File: src/rtl/adc_chsw_pkg.sv
`timescale 1ns/1ps
package adc_chsw_pkg;
  localparam int FRAME_BITS = 16;
  localparam int CFG_BITS   = 12;
  localparam logic [3:0]  OP_CFG_WRITE = 4'hE;
  localparam logic [15:0] OP_READ_WORD = 16'hD000;

  typedef enum logic [2:0] {
    FK_NONE, FK_INIT, FK_READ, FK_MAN, FK_SEL, FK_AUTO
  } frame_kind_t;

  typedef enum logic [1:0] {ES_GAP, ES_IDLE, ES_XFER} eng_state_t;

  // Configuration-write frame with the trigger bit forced (1 = automatic).
  function automatic logic [FRAME_BITS-1:0] cfg_frame(
    input logic [CFG_BITS-1:0] base, input int pos, input logic auto_trig);
    logic [CFG_BITS-1:0] c;
    c      = base;
    c[pos] = auto_trig;
    return {OP_CFG_WRITE, c};
  endfunction
endpackage

File: src/rtl/adc_chsw_tick.sv
`timescale 1ns/1ps
module adc_chsw_tick #(
  parameter int HALF_DIV = 4
) (
  input  logic clk,
  input  logic rst,
  input  logic clear,
  input  logic en,
  output logic tick
);
  localparam int CW = (HALF_DIV > 1) ? $clog2(HALF_DIV) : 1;
  localparam logic [CW-1:0] LAST = CW'(HALF_DIV - 1);

  logic [CW-1:0] cnt;

  always_ff @(posedge clk) begin
    if (rst || clear || !en) cnt <= '0;
    else if (cnt == LAST)    cnt <= '0;
    else                     cnt <= cnt + 1'b1;
  end

  assign tick = en && !clear && (cnt == LAST);
endmodule

File: src/rtl/adc_chsw_engine.sv
`timescale 1ns/1ps
module adc_chsw_engine
  import adc_chsw_pkg::*;
#(
  parameter int HALF_DIV = 4
) (
  input  logic                  clk,
  input  logic                  rst,
  input  logic                  start,
  input  logic [FRAME_BITS-1:0] tx_word,
  input  logic                  tx_is_read,
  output logic                  ready,
  output logic                  sclk,
  output logic                  cs_n,
  output logic                  mosi,
  input  logic                  miso,
  output logic [FRAME_BITS-1:0] rx_word,
  output logic                  rx_valid
);
  localparam int BW = $clog2(FRAME_BITS);
  localparam logic [BW-1:0] LAST_EDGE = BW'(FRAME_BITS - 1);

  eng_state_t            st;
  logic                  tick;
  logic                  launch;
  logic                  tick_en;
  logic                  last_edge;
  logic                  gap_half;
  logic                  tag;
  logic [BW-1:0]         edge_idx;
  logic [FRAME_BITS-1:0] tx_sh;
  logic [FRAME_BITS-1:0] rx_sh;

  assign ready   = (st == ES_IDLE);
  assign launch  = ready && start;
  assign tick_en = (st != ES_IDLE);

  adc_chsw_tick #(.HALF_DIV(HALF_DIV)) u_tick (
    .clk   (clk),
    .rst   (rst),
    .clear (launch),
    .en    (tick_en),
    .tick  (tick)
  );

  always_ff @(posedge clk) begin
    if (rst) begin
      st        <= ES_GAP;
      cs_n      <= 1'b1;
      sclk      <= 1'b0;
      mosi      <= 1'b0;
      tx_sh     <= '0;
      rx_sh     <= '0;
      rx_word   <= '0;
      rx_valid  <= 1'b0;
      tag       <= 1'b0;
      edge_idx  <= '0;
      last_edge <= 1'b0;
      gap_half  <= 1'b0;
    end else begin
      rx_valid <= 1'b0;
      case (st)
        ES_IDLE: begin
          if (start) begin
            st        <= ES_XFER;
            cs_n      <= 1'b0;
            sclk      <= 1'b0;
            mosi      <= tx_word[FRAME_BITS-1];
            tx_sh     <= tx_word;
            tag       <= tx_is_read;
            edge_idx  <= '0;
            last_edge <= 1'b0;
          end
        end
        ES_XFER: begin
          if (tick) begin
            if (last_edge) begin
              // one half period of hold after the final falling edge
              cs_n      <= 1'b1;
              last_edge <= 1'b0;
              rx_valid  <= tag;
              if (tag) rx_word <= rx_sh;
              st        <= ES_GAP;
              gap_half  <= 1'b0;
            end else if (!sclk) begin
              // rising edge: present next bit, capture ADC output
              sclk  <= 1'b1;
              mosi  <= tx_sh[FRAME_BITS-1];
              tx_sh <= {tx_sh[FRAME_BITS-2:0], 1'b0};
              rx_sh <= {rx_sh[FRAME_BITS-2:0], miso};
            end else begin
              // falling edge: ADC latches mosi here
              sclk     <= 1'b0;
              edge_idx <= edge_idx + 1'b1;
              if (edge_idx == LAST_EDGE) last_edge <= 1'b1;
            end
          end
        end
        ES_GAP: begin
          if (tick) begin
            gap_half <= 1'b1;
            if (gap_half) st <= ES_IDLE;
          end
        end
        default: st <= ES_GAP;
      endcase
    end
  end
endmodule

File: src/rtl/adc_chsw_sequencer.sv
`timescale 1ns/1ps
module adc_chsw_sequencer
  import adc_chsw_pkg::*;
#(
  parameter int CH_W     = 3,
  parameter int TRIG_BIT = 9
) (
  input  logic                  clk,
  input  logic                  rst,
  input  logic                  run_en,
  input  logic                  ch_change,
  input  logic [CH_W-1:0]       ch_req,
  input  logic [CFG_BITS-1:0]   base_cfg,
  input  logic                  eng_ready,
  output logic                  start,
  output logic [FRAME_BITS-1:0] tx_word,
  output logic                  tx_is_read
);
  frame_kind_t           kind;
  logic                  need_init;
  logic                  pend;
  logic                  decide;
  logic                  take;
  logic [CH_W-1:0]       pend_ch;
  logic [CH_W-1:0]       sw_ch;
  logic [FRAME_BITS-1:0] w_auto;
  logic [FRAME_BITS-1:0] w_man;
  logic [FRAME_BITS-1:0] w_sel;

  always_comb begin
    w_auto = cfg_frame(base_cfg, TRIG_BIT, 1'b1);
    w_man  = cfg_frame(base_cfg, TRIG_BIT, 1'b0);
  end

  generate
    if (CH_W == 4) begin : g_sel_full
      assign w_sel = {sw_ch, {CFG_BITS{1'b0}}};
    end else begin : g_sel_pad
      assign w_sel = {{(4-CH_W){1'b0}}, sw_ch, {CFG_BITS{1'b0}}};
    end
  endgenerate

  assign decide = eng_ready && !start;
  assign take   = decide && run_en && !need_init && pend &&
                  (kind != FK_MAN) && (kind != FK_SEL);

  always_ff @(posedge clk) begin
    if (rst) begin
      start      <= 1'b0;
      tx_word    <= '0;
      tx_is_read <= 1'b0;
      kind       <= FK_NONE;
      need_init  <= 1'b1;
      pend       <= 1'b0;
      pend_ch    <= '0;
      sw_ch      <= '0;
    end else begin
      start <= 1'b0;
      if (ch_change) begin
        pend    <= 1'b1;
        pend_ch <= ch_req;
      end else if (take) begin
        pend <= 1'b0;
      end

      if (decide) begin
        if (!run_en) begin
          need_init <= 1'b1;
        end else begin
          start      <= 1'b1;
          tx_is_read <= 1'b0;
          if (need_init) begin
            need_init <= 1'b0;
            kind      <= FK_INIT;
            tx_word   <= w_auto;
          end else if (kind == FK_MAN) begin
            kind    <= FK_SEL;
            tx_word <= w_sel;
          end else if (kind == FK_SEL) begin
            kind    <= FK_AUTO;
            tx_word <= w_auto;
          end else if (pend) begin
            kind    <= FK_MAN;
            tx_word <= w_man;
            sw_ch   <= pend_ch;
          end else begin
            kind       <= FK_READ;
            tx_word    <= OP_READ_WORD;
            tx_is_read <= 1'b1;
          end
        end
      end
    end
  end
endmodule

File: src/rtl/adc_chsw_seq.sv
`timescale 1ns/1ps
module adc_chsw_seq
  import adc_chsw_pkg::*;
#(
  parameter int HALF_DIV = 4,
  parameter int CH_W     = 3,
  parameter int TRIG_BIT = 9
) (
  input  logic                  clk,
  input  logic                  rst,
  input  logic                  run_en,
  input  logic [CH_W-1:0]       ch_req,
  input  logic                  ch_change,
  input  logic [CFG_BITS-1:0]   base_cfg,
  output logic                  sclk,
  output logic                  cs_n,
  output logic                  mosi,
  input  logic                  miso,
  output logic [FRAME_BITS-1:0] result,
  output logic                  result_valid
);
  logic                  eng_ready;
  logic                  start;
  logic                  tx_is_read;
  logic [FRAME_BITS-1:0] tx_word;

  adc_chsw_sequencer #(.CH_W(CH_W), .TRIG_BIT(TRIG_BIT)) u_seq (
    .clk        (clk),
    .rst        (rst),
    .run_en     (run_en),
    .ch_change  (ch_change),
    .ch_req     (ch_req),
    .base_cfg   (base_cfg),
    .eng_ready  (eng_ready),
    .start      (start),
    .tx_word    (tx_word),
    .tx_is_read (tx_is_read)
  );

  adc_chsw_engine #(.HALF_DIV(HALF_DIV)) u_eng (
    .clk        (clk),
    .rst        (rst),
    .start      (start),
    .tx_word    (tx_word),
    .tx_is_read (tx_is_read),
    .ready      (eng_ready),
    .sclk       (sclk),
    .cs_n       (cs_n),
    .mosi       (mosi),
    .miso       (miso),
    .rx_word    (result),
    .rx_valid   (result_valid)
  );
endmodule

File: config.mk
export PLATFORM = sky130hd
export DESIGN_NAME = adc_chsw_seq
export DESIGN_NICKNAME = d
export VERILOG_FILES = /design/src/rtl/adc_chsw_pkg.sv /design/src/rtl/adc_chsw_tick.sv /design/src/rtl/adc_chsw_engine.sv /design/src/rtl/adc_chsw_sequencer.sv /design/src/rtl/adc_chsw_seq.sv
export SDC_FILE = /design/constraint.sdc
export NUM_CORES = 1
export LEC_CHECK = 0
export ABC_AREA = 0
export BUFFER_PORTS_ARGS = -buffer_cell sky130_fd_sc_hd__buf_2
export CAP_MARGIN = 0
export CORE_MARGIN = 2
export CORE_UTILIZATION = 57
export CTS_CLUSTER_SIZE = 24
export DETAILED_ROUTE_END_ITERATION = 7
export GPL_ROUTABILITY_DRIVEN = 0
export PLACE_DENSITY = 0.77
export SLEW_MARGIN = 20
export SYNTH_ARGS = -nofsm -noshare
export SYNTH_HDL_FRONTEND = slang
export SYNTH_SLANG_ARGS = --single-unit
export TNS_END_PERCENT = 30
File: constraint.sdc
create_clock -name clk -period 2 [get_ports clk]
set_clock_uncertainty 0.2 [all_clocks]
set_input_delay 0.1 -clock clk [delete_from_list [all_inputs] [get_ports clk]]
set_output_delay 0.1 -clock clk [all_outputs]
set_load 0.05 [all_outputs]
==> impl_metrics.csv, run 1 <==
group,metric,value,unit
outcome,status,"completed",
floorplanning,placementRows,29,
sta,fmax,552.0,MHz
global_route,grt_overflow,0,
final_layout,stdcell_area,4358,µm²
synth,yosys_warnings,0,
cts,clkSinkCount,92,
routing,drt-wirelength-per-cell,12.73,µm
setup_path,critPathLaunchType,"flop",
synth,synth_seq_cells,92,
sta,fin_setup_tns,0,ns
cts,cts-root-buf,"clkbuf_8",
cts,cts_buffer_depth,2,
global_route,grt_pass1_vias,2825,
floorplanning,design.core.area,6277,µm²
power_and_ir_drop,p_total,0.003344,W
global_route,grt_max_degree,35,
sta,setup_viol,0,
synth,syn_inst,436,
power_and_ir_drop,p_per_area,767.4,nW/µm²
power_and_ir_drop,ir_worst_vdd,0.6887,mV
synth,synth_nets,458,
global_route,grtUsageTotal,21.69,%
routing,drc,0,
final_layout,finalNetCount,511,
setup_path,critPathKind,"flop to flop",
final_layout,diodes,0,
job,max_cap_violations,0,
routing,first_pass_iters,4,
synth,synth_area,3642,µm²
power_and_ir_drop,p_leak,1.603,nW
final_layout,drive_above_1_share,15.79,%
sta,maxSlewHeadroom,65.40,%
cts,clock_latency,0.36,ns
floorplanning,die_h,83.94,µm
floorplanning,io_pins,40,
routing,routed_wl,7270,µm
floorplanning,start_util,58.02,%
setup_path,crit_arrival,1.90,ns
global_route,antenna_found_initial,0,
sta,period_share,90.59,%
sta,tightest_slew,0.5158,ns
routing,num_vias,3130,
cts,cts_tree,"done",
routing,drt_iter0_markers,133,
synth,avgSynthCellArea,8.354,µm²
floorplanning,fp.dieArea,7045,µm²
cts,cts_resized,0,
placement,dp_hpwl,4618,µm
placement,place_area,3934,µm²
global_route,grt_pass1_wl,12370,µm
cts,cts_buffers,9,
hold_path,hold_path_class,"input pin to flop",
sta,rsz0062_at_grt,"false",
sta,hold_violations,0,
cts,cts_setup_buffers,0,
placement,port_buffers,38,
setup_path,worstPathMaxFanout,13,
final_layout,area_growth,19.65,%
cts,cts_hold_buffers,20,
sta,slew_viol_final,0,
cts,htree_levels,3,
final_layout,final_common_cell,"dfxtp_1",
floorplanning,die_w,83.94,µm
synth,synth-seq-area-share,50.57,%
final_layout,final_cell_mix,"92 x dfxtp_1, 89 x nand2_1, 64 x a21oi_1, 41 x nor2_1, 38 x buf_2",
cts,clkTransAtPathRegs,0.08,ns
final_layout,utilization,69.42,%
synth,yosysUniqueCellTypes,46,
setup_path,required,2.09,ns
setup_path,worstSetupEndpointType,"flop",
routing,drtAntennaViolNets,0,
routing,via_per_inst,5.482,
sta,finalCriticalPeriod,1.812,ns
## synthesized netlist by cell type (all sizes together)
| master | n | share of area (%) |
|---|---|---|
| a211oi | 9 | 1.9 |
| a21oi | 64 | 8.8 |
| a22o | 1 | 0.24 |
| a311oi | 7 | 1.7 |
| a31oi | 1 | 0.17 |
| a32o | 1 | 0.27 |
| and3 | 1 | 0.17 |
| and3b | 3 | 0.72 |
| and4bb | 1 | 0.34 |
| buf | 21 | 3.3 |
| clkbuf | 10 | 1.1 |
| clkinv | 1 | 0.10 |
| dfxtp | 92 | 51 |
| ha | 2 | 0.69 |
| inv | 12 | 1.2 |
| mux2i | 3 | 0.82 |
| nand2 | 89 | 9.2 |
| nand2b | 3 | 0.52 |
| nand3 | 21 | 2.9 |
| nand3b | 4 | 1.3 |
| nand4 | 2 | 0.34 |
| nand4bb | 1 | 0.31 |
| nor2 | 41 | 4.2 |
| nor2b | 4 | 0.69 |
| nor3 | 8 | 1.2 |
| nor3b | 1 | 0.21 |
| nor4 | 3 | 0.93 |
| nor4b | 1 | 0.24 |
| o211ai | 1 | 0.21 |
| o21ai | 11 | 1.5 |
| o31ai | 2 | 0.79 |
| o32ai | 9 | 2.2 |
| or2 | 1 | 0.17 |
| or3 | 1 | 0.17 |
| or3b | 2 | 0.48 |
| xnor2 | 1 | 0.24 |
| xor2 | 1 | 0.24 |
## state kept, by name (all words and copies together), names as in the netlist, 2 cells and up
register,count
u_eng.edge_idx,4
u_seq.pend_ch,3
u_seq.kind,3
u_eng.st,2
u_eng.rx_word,16
u_seq.sw_ch,3
u_eng.u_tick.cnt,2
u_eng.rx_sh,16
u_seq.tx_word,16
u_eng.tx_sh,16
## report_power, final
group | switching [W] | internal, W
sequential | 0.00000728 | 0.00184
clock | 0.000636 | 0.000738
combinational | 0.0000588 | 0.0000610
## critical path: stages (launching register included)
cell       delay, ns
dfxtp_1         0.53
nand4bb_1       0.34
nor4_4          0.39
nand3_1         0.13
a21oi_1         0.15
## routing by layer
metal  wire length (µm)  vias up  track usage [%]
met1               3446     1463            27.97
met4                193        0            11.44
li1                   -     1604                -
met2               3400       47            34.69
met5                  0        -                0
met3                229       16            3.858
## cell type report
| type | count | area [µm²] |
|---|---|---|
| Clock buffer | 10 | 137.6 |
| Clock inverter | 6 | 86.33 |
| Fill cell | 538 | 1919 |
| Inverter | 13 | 48.80 |
| Multi-Input combinational cell | 300 | 1594 |
| Sequential cell | 92 | 1842 |
| Tap cell | 77 | 96.34 |
| Timing Repair Buffer | 73 | 553.0 |
## per-stage QoR
step	hold WS, ns	setup slack, ns	cells
2_1_floorplan	0.01743	0.2053	436
3_3_place_gp	0.1332	0.2800	535
3_5_place_dp	0.1436	0.2059	535
4_1_cts	0.06733	0.1838	571
5_1_grt	0.07493	0.03370	571
6_report	0.07990	0.1882	571
## path summary, 6_finish.rpt
kind | startpoint | endpoint | slack, ns | cells past startpoint
hold reg to reg | u_eng.u_tick.cnt[0]$_SDFF_PP0_ | u_eng.u_tick.cnt[0]$_SDFF_PP0_ | 0.23 | 1
setup / recovery | u_eng.st[0]$_SDFFE_PP0P_ | u_seq.sw_ch[0]$_SDFFE_PP0P_ | 0.19 | 4
hold / removal | run_en | u_seq.need_init$_SDFFE_PP1N_ | 0.08 | 3
setup reg to reg | u_eng.st[0]$_SDFFE_PP0P_ | u_seq.sw_ch[0]$_SDFFE_PP0P_ | 0.19 | 4
## logic make-up (layout without fill, tap and decap cells)
kind of cell    Yosys count  count (layout)  share of synthesized area [%]
simple gates            187             187                          24.08
compound gates          106             106                          17.69
flops                    92              92                          50.57
buf+inv                  44             102                          5.668
mux                       3               3                         0.8245
fa+ha+maj                 2               2                         0.6869
xor+xnor                  2               2                         0.4810
(Power assumes the default switching activity.)
==> run 2: changes to the inputs <==
--- a/config.mk
+++ b/config.mk
@@ -14,6 +14,7 @@
 export DETAILED_ROUTE_END_ITERATION = 7
 export GPL_ROUTABILITY_DRIVEN = 0
 export PLACE_DENSITY = 0.77
+export REMOVE_ABC_BUFFERS = 1
 export SLEW_MARGIN = 20
 export SYNTH_ARGS = -nofsm -noshare
 export SYNTH_HDL_FRONTEND = slang
==> impl_metrics.csv, run 2 (same netlist as run 1, synthesis figures left out) <==
group,metric,value,unit
outcome,status,"completed",
floorplanning,io_pins,40,
routing,via_per_inst,5.523,
floorplanning,placementRows,29,
job,max_cap_violations,0,
floorplanning,die_h,83.94,µm
routing,first_pass_iters,4,
floorplanning,die_w,83.94,µm
setup_path,required,2.06,ns
setup_path,crit_arrival,1.93,ns
routing,routed_wl,7603,µm
sta,finalCriticalPeriod,1.871,ns
final_layout,drive_above_1_share,15.82,%
cts,cts_tree,"done",
sta,rsz0062_at_grt,"false",
hold_path,hold_path_class,"input pin to flop",
floorplanning,start_util,58.02,%
cts,cts_buffers,9,
power_and_ir_drop,p_per_area,800.9,nW/µm²
final_layout,finalNetCount,510,
setup_path,critPathKind,"flop to flop",
cts,cts_buffer_depth,2,
placement,dp_hpwl,4735,µm
final_layout,finalNonFillerCells,570,
setup_path,reg2reg_depth,6,
hold_path,hold_start,"rst",
cts,clock_latency,0.36,ns
global_route,grt_max_degree,85,
floorplanning,design.core.area,6277,µm²
placement,port_buffers,38,
setup_path,worstSetupEndpointType,"flop",
power_and_ir_drop,p_leak,1.617,nW
cts,htree_levels,3,
sta,period_share,93.56,%
global_route,antenna_found_initial,0,
setup_path,regToRegStartpoint,"u_eng.u_tick.cnt[0]$_SDFF_PP0_",
routing,drt-wirelength-per-cell,13.34,µm
floorplanning,fp.dieArea,7045,µm²
sta,tightest_slew,0.5840,ns
global_route,grt_pass1_wl,12920,µm
sta,setup_viol,0,
setup_path,critPathLaunchType,"flop",
placement,dp_cells,535,
setup_path,worstPathMaxFanout,32,
global_route,grtUsageTotal,22.36,%
sta,hold_violations,0,
sta,fmax,534.4,MHz
sta,slew_viol_final,0,
final_layout,final_cell_mix,"92 x dfxtp_1, 89 x nand2_1, 64 x a21oi_1, 41 x nor2_1, 38 x buf_2",
cts,cts_setup_buffers,0,
sta,whs,0.02692,ns
power_and_ir_drop,ir_worst_vdd,0.5389,mV
cts,clkSinkCount,92,
final_layout,nFillCells,527,
routing,drtAntennaViolNets,0,
global_route,grt_overflow,0,
final_layout,final_common_cell,"dfxtp_1",
cts,clkTransAtPathRegs,0.09,ns
routing,drt_iter0_markers,250,
global_route,grt_pass1_vias,2967,
cts,cts-root-buf,"clkbuf_8",
setup_path,setup.worst_path.start,"u_eng.u_tick.cnt[0]$_SDFF_PP0_",
final_layout,area_growth,20.20,%
sta,maxSlewHeadroom,60.83,%
routing,num_vias,3148,
hold_path,holdPathStages,3,
routing,drc,0,
final_layout,diodes,0,
-- run 2: path summary, 6_finish.rpt --
| kind | slack [ns] | to |
|---|---|---|
| min | 0.03 | u_eng.sclk$_SDFFE_PP0P_ |
| max reg2reg | 0.13 | u_eng.mosi$_SDFFE_PP0P_ |
| min reg2reg | 0.24 | u_eng.u_tick.cnt[0]$_SDFF_PP0_ |
| max | 0.13 | u_eng.mosi$_SDFFE_PP0P_ |
-- run 2: power by group --
part / leakage [nW] / switching (W) / internal, W
Sequential: 0.742 / 0.00000769 / 0.00184
Combinational: 0.747 / 0.0000603 / 0.0000586
Clock: 0.128 / 0.000659 / 0.000878
-- run 2: cell type report --
cell class / count / area (µm²) / area share [%]
flip-flops and latches: 92 / 1842 / 42.07
multi-input cells: 300 / 1594 / 36.41
repair buffers: 72 / 543.0 / 12.40
clock buffers: 10 / 137.6 / 3.144
clock inverters: 6 / 116.4 / 2.658
well taps: 77 / 96.34 / 2.201
inverters: 13 / 48.80 / 1.115
-- run 2: worst max-delay path: stages, from the launching register on --
cell and delay [ns]:
dfxtp_1 0.34, ha_1 0.32, nand3b_4 0.13, o31ai_4 0.22, buf_12 0.21, nor2_1 0.06, a311oi_1 0.29
-- run 2: repair_timing --
| action | 4_1_cts | 5_1_grt |
|---|---|---|
| hold buffers | 19 | 0 |
| hold endpoints to repair | 16 | 0 |
| resized for setup | 0 | 0 |
| endpoints found under the setup margin | 0 | 0 |
-- run 2: per-layer routing --
layer	track usage, %	share of wire (%)	up-vias
met3	3.561	3.6	11
li1	-	-	1610
met5	0	0	-
met4	10.41	1.1	0
met2	37.24	49	63
met1	28.45	46	1464
-- run 2: per-stage QoR --
step | utilization [%] | power, W | worst slack (ns) | TNS [ns] | cell area [µm²]
after floorplan | - | 0.001921 | -0.1559 | -2.249 | 3485
after global placement | 62.67 | 0.001977 | 0.2397 | 0 | 3934
after detailed placement | 62.67 | 0.001980 | 0.1559 | 0 | 3934
after CTS | 69.74 | 0.003527 | 0.1357 | 0 | 4378
after global routing | 69.74 | 0.003612 | 0.04055 | 0 | 4378
final | 69.74 | 0.003506 | 0.1289 | 0 | 4378
